## src/rtl/pci_xlat_pkg.sv

```systemverilog
package pci_xlat_pkg;

    typedef logic [31:0] word_t;

    localparam int NUM_WIN = 3;
    localparam int WIN_IW  = 2;

    typedef struct packed {
        logic             vld;
        logic             hit;
        logic [WIN_IW-1:0] win;
        word_t            addr;
    } xlat_res_t;

    // System-side base of window idx for the chosen board layout
    function automatic word_t win_sys_base(input int variant, input int idx);
        word_t b;
        if (variant == 0) begin
            case (idx)
                0:       b = 32'h4400_0000;
                1:       b = 32'h5000_0000;
                default: b = 32'h6000_0000;
            endcase
        end else begin
            case (idx)
                0:       b = 32'h6300_0000;
                1:       b = 32'h6400_0000;
                default: b = 32'h6800_0000;
            endcase
        end
        return b;
    endfunction

    // Byte size of window idx for the chosen board layout
    function automatic word_t win_size(input int variant, input int idx);
        word_t s;
        if (variant == 0) begin
            case (idx)
                0:       s = 32'h0C00_0000;
                1:       s = 32'h1000_0000;
                default: s = 32'h1000_0000;
            endcase
        end else begin
            case (idx)
                0:       s = 32'h0100_0000;
                1:       s = 32'h0400_0000;
                default: s = 32'h0800_0000;
            endcase
        end
        return s;
    endfunction

endpackage

```

## src/rtl/map_regfile.sv

```systemverilog
module map_regfile
    import pci_xlat_pkg::*;
#(
    parameter int              N_WIN   = NUM_WIN,
    parameter int              REG_AW  = 8,
    parameter logic [REG_AW-1:0] MAP_OFS = 8'h10
) (
    input  logic                    clk,
    input  logic                    rst_n,
    input  logic                    rg_wr,
    input  logic [REG_AW-1:0]       rg_addr,
    input  word_t                   rg_wdata,
    output word_t                   rg_rdata,
    output logic [N_WIN-1:0]        wr_sel,
    output logic [N_WIN-1:0][31:0]  map_q,
    output logic [N_WIN-1:0][31:0]  map_eff
);

    localparam int IDX_W = REG_AW - 2;

    typedef struct packed {
        logic [N_WIN-1:0][31:0] map;
    } regs_t;

    regs_t             st_d, st_q;
    logic [REG_AW-1:0] rel_ofs;
    logic              in_range;
    logic [IDX_W-1:0]  word_idx;
    logic [N_WIN-1:0]  addr_sel;

    // Offset decode: aligned word inside the map block
    always_comb begin
        rel_ofs  = rg_addr - MAP_OFS;
        word_idx = rel_ofs[REG_AW-1:2];
        in_range = (rg_addr >= MAP_OFS) && (rel_ofs[1:0] == 2'b00)
                   && (int'(word_idx) < N_WIN);
        addr_sel = '0;
        for (int i = 0; i < N_WIN; i++) begin
            addr_sel[i] = in_range && (int'(word_idx) == i);
        end
    end

    always_comb begin
        st_d   = st_q;
        wr_sel = addr_sel & {N_WIN{rg_wr}};
        for (int i = 0; i < N_WIN; i++) begin
            if (wr_sel[i]) begin
                st_d.map[i] = rg_wdata;
            end
        end
    end

    always_ff @(posedge clk) begin
        if (!rst_n) begin
            st_q <= '0;
        end else begin
            st_q <= st_d;
        end
    end

    // Read mux over stored values
    always_comb begin
        rg_rdata = '0;
        for (int i = 0; i < N_WIN; i++) begin
            if (addr_sel[i]) begin
                rg_rdata = st_q.map[i];
            end
        end
    end

    // Same-cycle write forwarding toward the translators
    generate
        for (genvar g = 0; g < N_WIN; g++) begin : g_fwd
            assign map_eff[g] = wr_sel[g] ? rg_wdata : st_q.map[g];
        end
    endgenerate

    assign map_q = st_q.map;

endmodule

```

## src/rtl/win_match.sv

```systemverilog
module win_match
    import pci_xlat_pkg::*;
#(
    parameter int VARIANT = 0,
    parameter int IDX     = 0
) (
    input  word_t sys_addr,
    input  word_t map_val,
    output logic  hit,
    output word_t pci_addr
);

    localparam word_t SYS_BASE = win_sys_base(VARIANT, IDX);
    localparam word_t SIZE     = win_size(VARIANT, IDX);
    localparam word_t KEEP     = ~(SIZE - 32'd1);

    word_t offset;
    word_t pci_base;

    // Windows are at most 2^28 bytes, so a wrapped difference below the
    // base always exceeds the size and a single compare suffices.
    assign offset = sys_addr - SYS_BASE;
    assign hit    = (offset < SIZE);

    generate
        if (VARIANT == 0) begin : g_nibble
            assign pci_base = map_val << 28;
        end else begin : g_masked
            assign pci_base = map_val & KEEP;
        end
    endgenerate

    assign pci_addr = pci_base + offset;

endmodule

```

## src/rtl/pci_mem_window_xlat.sv

```systemverilog
module pci_mem_window_xlat
    import pci_xlat_pkg::*;
#(
    parameter int                VARIANT = 0,
    parameter int                REG_AW  = 8,
    parameter logic [REG_AW-1:0] MAP_OFS = 8'h10
) (
    input  logic              clk,
    input  logic              rst_n,
    input  logic              rg_wr,
    input  logic [REG_AW-1:0] rg_addr,
    input  logic [31:0]       rg_wdata,
    output logic [31:0]       rg_rdata,
    input  logic              xl_req,
    input  logic [31:0]       xl_addr,
    output logic              xl_valid,
    output logic              xl_hit,
    output logic [1:0]        xl_win,
    output logic [31:0]       xl_pci_addr
);

    logic [NUM_WIN-1:0]       wr_sel;
    logic [NUM_WIN-1:0][31:0] map_q;
    logic [NUM_WIN-1:0][31:0] map_eff;
    logic [NUM_WIN-1:0]       win_hit;
    logic [NUM_WIN-1:0][31:0] win_pci;

    xlat_res_t res_d, res_q;

    map_regfile #(
        .N_WIN  (NUM_WIN),
        .REG_AW (REG_AW),
        .MAP_OFS(MAP_OFS)
    ) u_regs (
        .clk     (clk),
        .rst_n   (rst_n),
        .rg_wr   (rg_wr),
        .rg_addr (rg_addr),
        .rg_wdata(rg_wdata),
        .rg_rdata(rg_rdata),
        .wr_sel  (wr_sel),
        .map_q   (map_q),
        .map_eff (map_eff)
    );

    generate
        for (genvar g = 0; g < NUM_WIN; g++) begin : g_win
            win_match #(
                .VARIANT(VARIANT),
                .IDX    (g)
            ) u_match (
                .sys_addr(xl_addr),
                .map_val (map_eff[g]),
                .hit     (win_hit[g]),
                .pci_addr(win_pci[g])
            );
        end
    endgenerate

    always_comb begin
        res_d     = '0;
        res_d.vld = xl_req;
        if (xl_req) begin
            for (int i = 0; i < NUM_WIN; i++) begin
                if (win_hit[i]) begin
                    res_d.hit  = 1'b1;
                    res_d.win  = WIN_IW'(i);
                    res_d.addr = win_pci[i];
                end
            end
        end
    end

    always_ff @(posedge clk) begin
        if (!rst_n) begin
            res_q <= '0;
        end else begin
            res_q <= res_d;
        end
    end

    assign xl_valid    = res_q.vld;
    assign xl_hit      = res_q.hit;
    assign xl_win      = res_q.win;
    assign xl_pci_addr = res_q.addr;

endmodule

```

## config.mk

```make
export PLATFORM = sky130hd
export DESIGN_NAME = pci_mem_window_xlat
export DESIGN_NICKNAME = d
export VERILOG_FILES = /design/src/rtl/pci_xlat_pkg.sv /design/src/rtl/map_regfile.sv /design/src/rtl/win_match.sv /design/src/rtl/pci_mem_window_xlat.sv
export SDC_FILE = /design/constraint.sdc
export NUM_CORES = 1
export LEC_CHECK = 0
export BUFFER_PORTS_ARGS = -buffer_cell sky130_fd_sc_hd__buf_4
export CORE_UTILIZATION = 40
export DETAILED_ROUTE_END_ITERATION = 10
export HOLD_SLACK_MARGIN = 0.15
export SKIP_CTS_REPAIR_TIMING = 1
export SLEW_MARGIN = 0
export SYNTH_ARGS = -nofsm -noshare
export SYNTH_HDL_FRONTEND = slang
export SYNTH_HIERARCHICAL = 1
export SYNTH_SLANG_ARGS = --single-unit
```

## constraint.sdc

```tcl
create_clock -name clk -period 3 [get_ports clk]
set_input_delay 0.45 -clock clk [delete_from_list [all_inputs] [get_ports clk]]
set_output_delay 0.45 -clock clk [all_outputs]
set_load 0.1 [all_outputs]
```

; ---- Word level (Yosys, flattened, before mapping)
; Index checks and enable logic that the tools add are counted.
[op_classes]
addsub = 7
multipliers = 0
n_div = 0
magnitude_cmp = 5
n_eq_ne = 2
n_shift = 0
mux = 9
bitwise_logic = 3
reduce_logical = 9
[op_table]
columns = cell, n
row1 = $mux W35, 3
row2 = $add A32 B32 Y32, 3
row3 = $mux W32, 3
row4 = $sub A32 B31 Y32 const B, 3
row5 = $lt A32 B29 Y1 const B, 2
row6 = $lt A32 B28 Y1 const B, 1
row7 = $mux W4, 3
row8 = $ge A8 B5 Y1 const B, 1
row9 = $sub A8 B5 Y8 const B, 1
row10 = $eq A6 B2 Y1 const B, 1
row11 = $eq A6 B3 Y1 const B, 1
row12 = $logic_not A6 Y1, 1
row13 = $lt A6 B2 Y1 const B, 1
row14 = $logic_and A1 B1 Y1, 5
row15 = $and A3 B3 Y3, 1
row16 = $reduce_or A3 Y1, 1
row17 = $logic_not A2 Y1, 1
row18 = $not A1 Y1, 2
row19 = $reduce_and A2 Y1, 1
[totals]
reg_bits = 132
latchBits = 0
mem_bits_rw = 0
rom_bits = 0
word_cells = 46
n_memories = 0

; ---- Longest topological paths before layout
[logic_depth]
word_depth = 11
ltp_mapped = 12
mapped_depth_nobuf = 9

; ---- Modules after synthesis
; Netlist, hierarchy kept.
[modules_own_cells]
columns = module, n_inst, cells_per_inst, area_each_um2, seq_area_each_um2
row1 = map_regfile, 1, 605, 5768.0, 1921.8
row2 = pci_mem_window_xlat, 1, 191, 1945.6, 720.7
row3 = win_match (g_win[1].u_match), 1, 53, 411.6, 0.0
row4 = win_match (g_win[0].u_match), 1, 53, 406.6, 0.0
row5 = win_match (g_win[2].u_match), 1, 41, 340.3, 0.0

; ---- Least setup slack after synthesis
; Ideal clock, no wire load.
[synth_path]
kind = input port to output port
start = input rg_addr[2]
end = output rg_rdata[10]
arrival_time_ns = 2.703
setup_slack_ns = -0.153
cell_stages = 5
n_path_buf = 2
cell_sequence = buf_2 > buf_2 > mux2i_1 > or2_2 > a21oi_1
[synth_via]
elab_chain_cells = 7
elab_cells_between_ends = 14
[synth_lines]
columns = element, line_no
row1 = "start, declared", pci_mem_window_xlat.sv:11  ; input logic [REG_AW-1:0] rg_addr,
row2 = $sub A8 B5 Y8 / $ge A8 B5 Y1 (equally long branches), "map_regfile.sv:33, map_regfile.sv:35"
row3 = $lt A6 B2 Y1 / $logic_and A1 B1 Y1 (equally long branches), "map_regfile.sv:36, map_regfile.sv:35"
row4 = $logic_and A1 B1 Y1, map_regfile.sv:36  ; && (int'(word_idx) < N_WIN);
row5 = $logic_and A1 B1 Y1, map_regfile.sv:39  ; addr_sel[i] = in_range && (int'(word_idx) == i);
row6 = $mux W32 (2 in a row), map_regfile.sv:65  ; if (addr_sel[i]) begin
row7 = $mux W32 *, map_regfile.sv:65
row8 = "end, declared", pci_mem_window_xlat.sv:13  ; output logic [31:0] rg_rdata,
; Every way passes the cells marked *; elsewhere a longest branch is shown, timed or not.

; ---- Worst setup path in the final report
[layout_path]
start = input rg_addr[2]
end = output rg_rdata[8]
; The elaborated chain is that of the path after synthesis.

==> results.py <==
metrics = {
    "outcome": {
        "status": "complete, no violations",
    },
    "clocking": {
        "htree_levels": 4,
        "cts_max_path_buffers": 2,
        "clk_latency_ps": 420,
        "cts_tree": "yes",
        "path_clk_slew_ps": 60,
        "cts.sinks": 132,
        "root_buffer": "clkbuf_16",
        "cts_buffers": 17,
    },
    "routing": {
        "dr_total_vias": 5558,
        "wirelength_mm": 16.9,
        "dr_wl_met3_um": 647,
        "via_per_inst": 4.91,
        "wl_met2_mm": 7.82,
        "drc_errors": 0,
        "wire_per_inst_um": 15.0,
        "first_pass_iters": 4,
        "wl_met1_mm": 8.19,
        "ant_nets": 0,
        "highest_layer": "met4",
        "drtIter0Drc": 197,
    },
    "synthesis": {
        "syn-num-nets": 942,
        "synthCells": 850,
        "syn_avg_cell_area_um2": 9.03,
        "netlist_area_um2": 7670,
        "yosysWarningCount": 6,
    },
    "placement": {
        "place_inst": 1100,
        "hpwlAfterDp_mm": 11.1,
        "gp_congestion": 0.750,
        "port_buffers": 143,
    },
    "worst_setup_path": {
        "path_max_fanout": 32,
        "endpoint_kind": "primary output",
        "cp_data_required_time_ps": 2550,
        "worstPathArrival_ps": 2040,
        "crit_path_start_kind": "input pin",
        "crit_type": "input pin to primary output",
    },
    "power_and_ir_drop": {
        "comb_power_share": 0.107,
        "swShare": 0.260,
        "pwr_density_cell_nw_per_um2": 489,
        "power_leakage_nw": 4.16,
        "irDropWorstVdd_v": 0.000360,
        "power_frac_clock": 0.490,
        "p_int_mw": 3.25,
        "report.power.total_mw": 4.39,
        "p_seq_frac": 0.403,
        "p_sw_mw": 1.14,
    },
    "floorplan": {
        "num_rows": 50,
        "die-area_um2": 19700,
        "core_um2": 18800,
        "die_width_um": 141,
        "num_io_pins": 144,
        "start_util": 0.409,
        "die_y_um": 141,
    },
    "timing": {
        "worst_slew_pin_slew_ps": 629,
        "setup_violations": 0,
        "hold_violations": 0,
        "relSlewSlack": 0.581,
        "fin_crit_sh": 0.829,
        "fmaxAchievable_mhz": 402,
        "rsz0062_at_grt": "no",
        "finClkSkew_ps": 6.75,
        "finalMaxSlewViolations": 0,
        "tns_ps": 0,
        "min_period_ps": 2490,
    },
    "global_routing": {
        "overflow": 0,
        "grt_usage": 0.178,
        "grt_pass1_vias": 5353,
        "grt_max_degree": 99,
        "grt_pass1_wl_mm": 27.7,
        "antenna_found_initial": 0,
    },
    "final_layout": {
        "final_cells": 1131,
        "diodes": 0,
        "multi_input_area_um2": 4000,
        "nFillCells": 1779,
        "seq_area_um2": 2640,
        "area_growth_pct": 17.1,
        "drive_gt1_frac": 0.349,
        "fin_nets": 977,
    },
    "flow_run": {
        "drv_cap": 0,
    },
    "worst_hold_path": {
        "hp-class": "input pin to register",
    },
}
-- worst paths after layout --
check                                      start  slack, ps          endpoint  cells after the start
worst min register to register  u_regs/map_q[29]        460  u_regs/map_q[29]                      2
worst min-delay path                      xl_req        280         xl_win[1]                      2
worst max-delay path                  rg_addr[2]        510       rg_rdata[8]                      6
worst max register to register  u_regs/map_q[33]       1190   xl_pci_addr[31]                      7
-- critical path, cell delays in order --
cell     delay (ps)
buf_4           100
buf_4           520
mux2i_1         160
or2_2           290
a21oi_1         180
buf_4           320
-- flip-flops by register name, indices dropped and copies added, names as in the netlist --
signal and flops:
u_regs/map_q 96, xl_hit 1, xl_pci_addr 32, xl_valid 1, xl_win 2
-- metal layers --
metal  vias up  global-route usage
li1       2844                   -
met1      2601               0.235
met2        95               0.284
met3        18              0.0376
met4         0              0.0652
met5         -                   0
-- power groups by stage --
stage	combinational (mW)	sequential, mW	clock [mW]
2_1_floorplan	0.291	1.89	0
3_3_place_gp	0.471	1.81	0
3_5_place_dp	0.473	1.81	0
4_1_cts	0.474	1.77	2.21
5_1_grt	0.508	1.77	2.28
6_report	0.471	1.77	2.15
-- stage by stage --
stage / util / hold slack [ps] / cell area, um2 / setup WS [ps]
3_5_place_dp: 0.447 / 452 / 8380 / 111
3_3_place_gp: 0.447 / 444 / 8380 / 148
4_1_cts: 0.479 / 263 / 8990 / 488
2_1_floorplan: - / 438 / 7760 / -153
6_report: 0.479 / 279 / 8990 / 513
5_1_grt: 0.479 / 279 / 8990 / 404
-- area by class of cell --
class	count	share of cell area
Tap cell	234	0.0326
Timing Repair Buffer	162	0.141
Multi-Input combinational cell	525	0.446
Sequential cell	132	0.294
Clock buffer	18	0.0478
Inverter	47	0.0196
Clock inverter	13	0.0195
-- placed cells by master (no fill, tap or decap), drive strengths merged --
cell type	instances
and3	1
nor4	1
nand2b	1
buf	162
inv	52
nand4b	1
or2	32
nand4	3
nor2	4
clkbuf	18
a221oi	32
mux2i	128
nand3b	33
clkinvlp	3
nor2b	2
or3	1
clkinv	2
mux2	12
ha	13
xnor2	11
a21o	3
a21oi	67
fa	3
o41ai	1
nor3	2
nor3b	1
a21boi	1
o21ai	2
nor4b	2
bufinv	3
xor2	5
dfxtp	132
nand2	163
(Power assumes the default switching activity.)
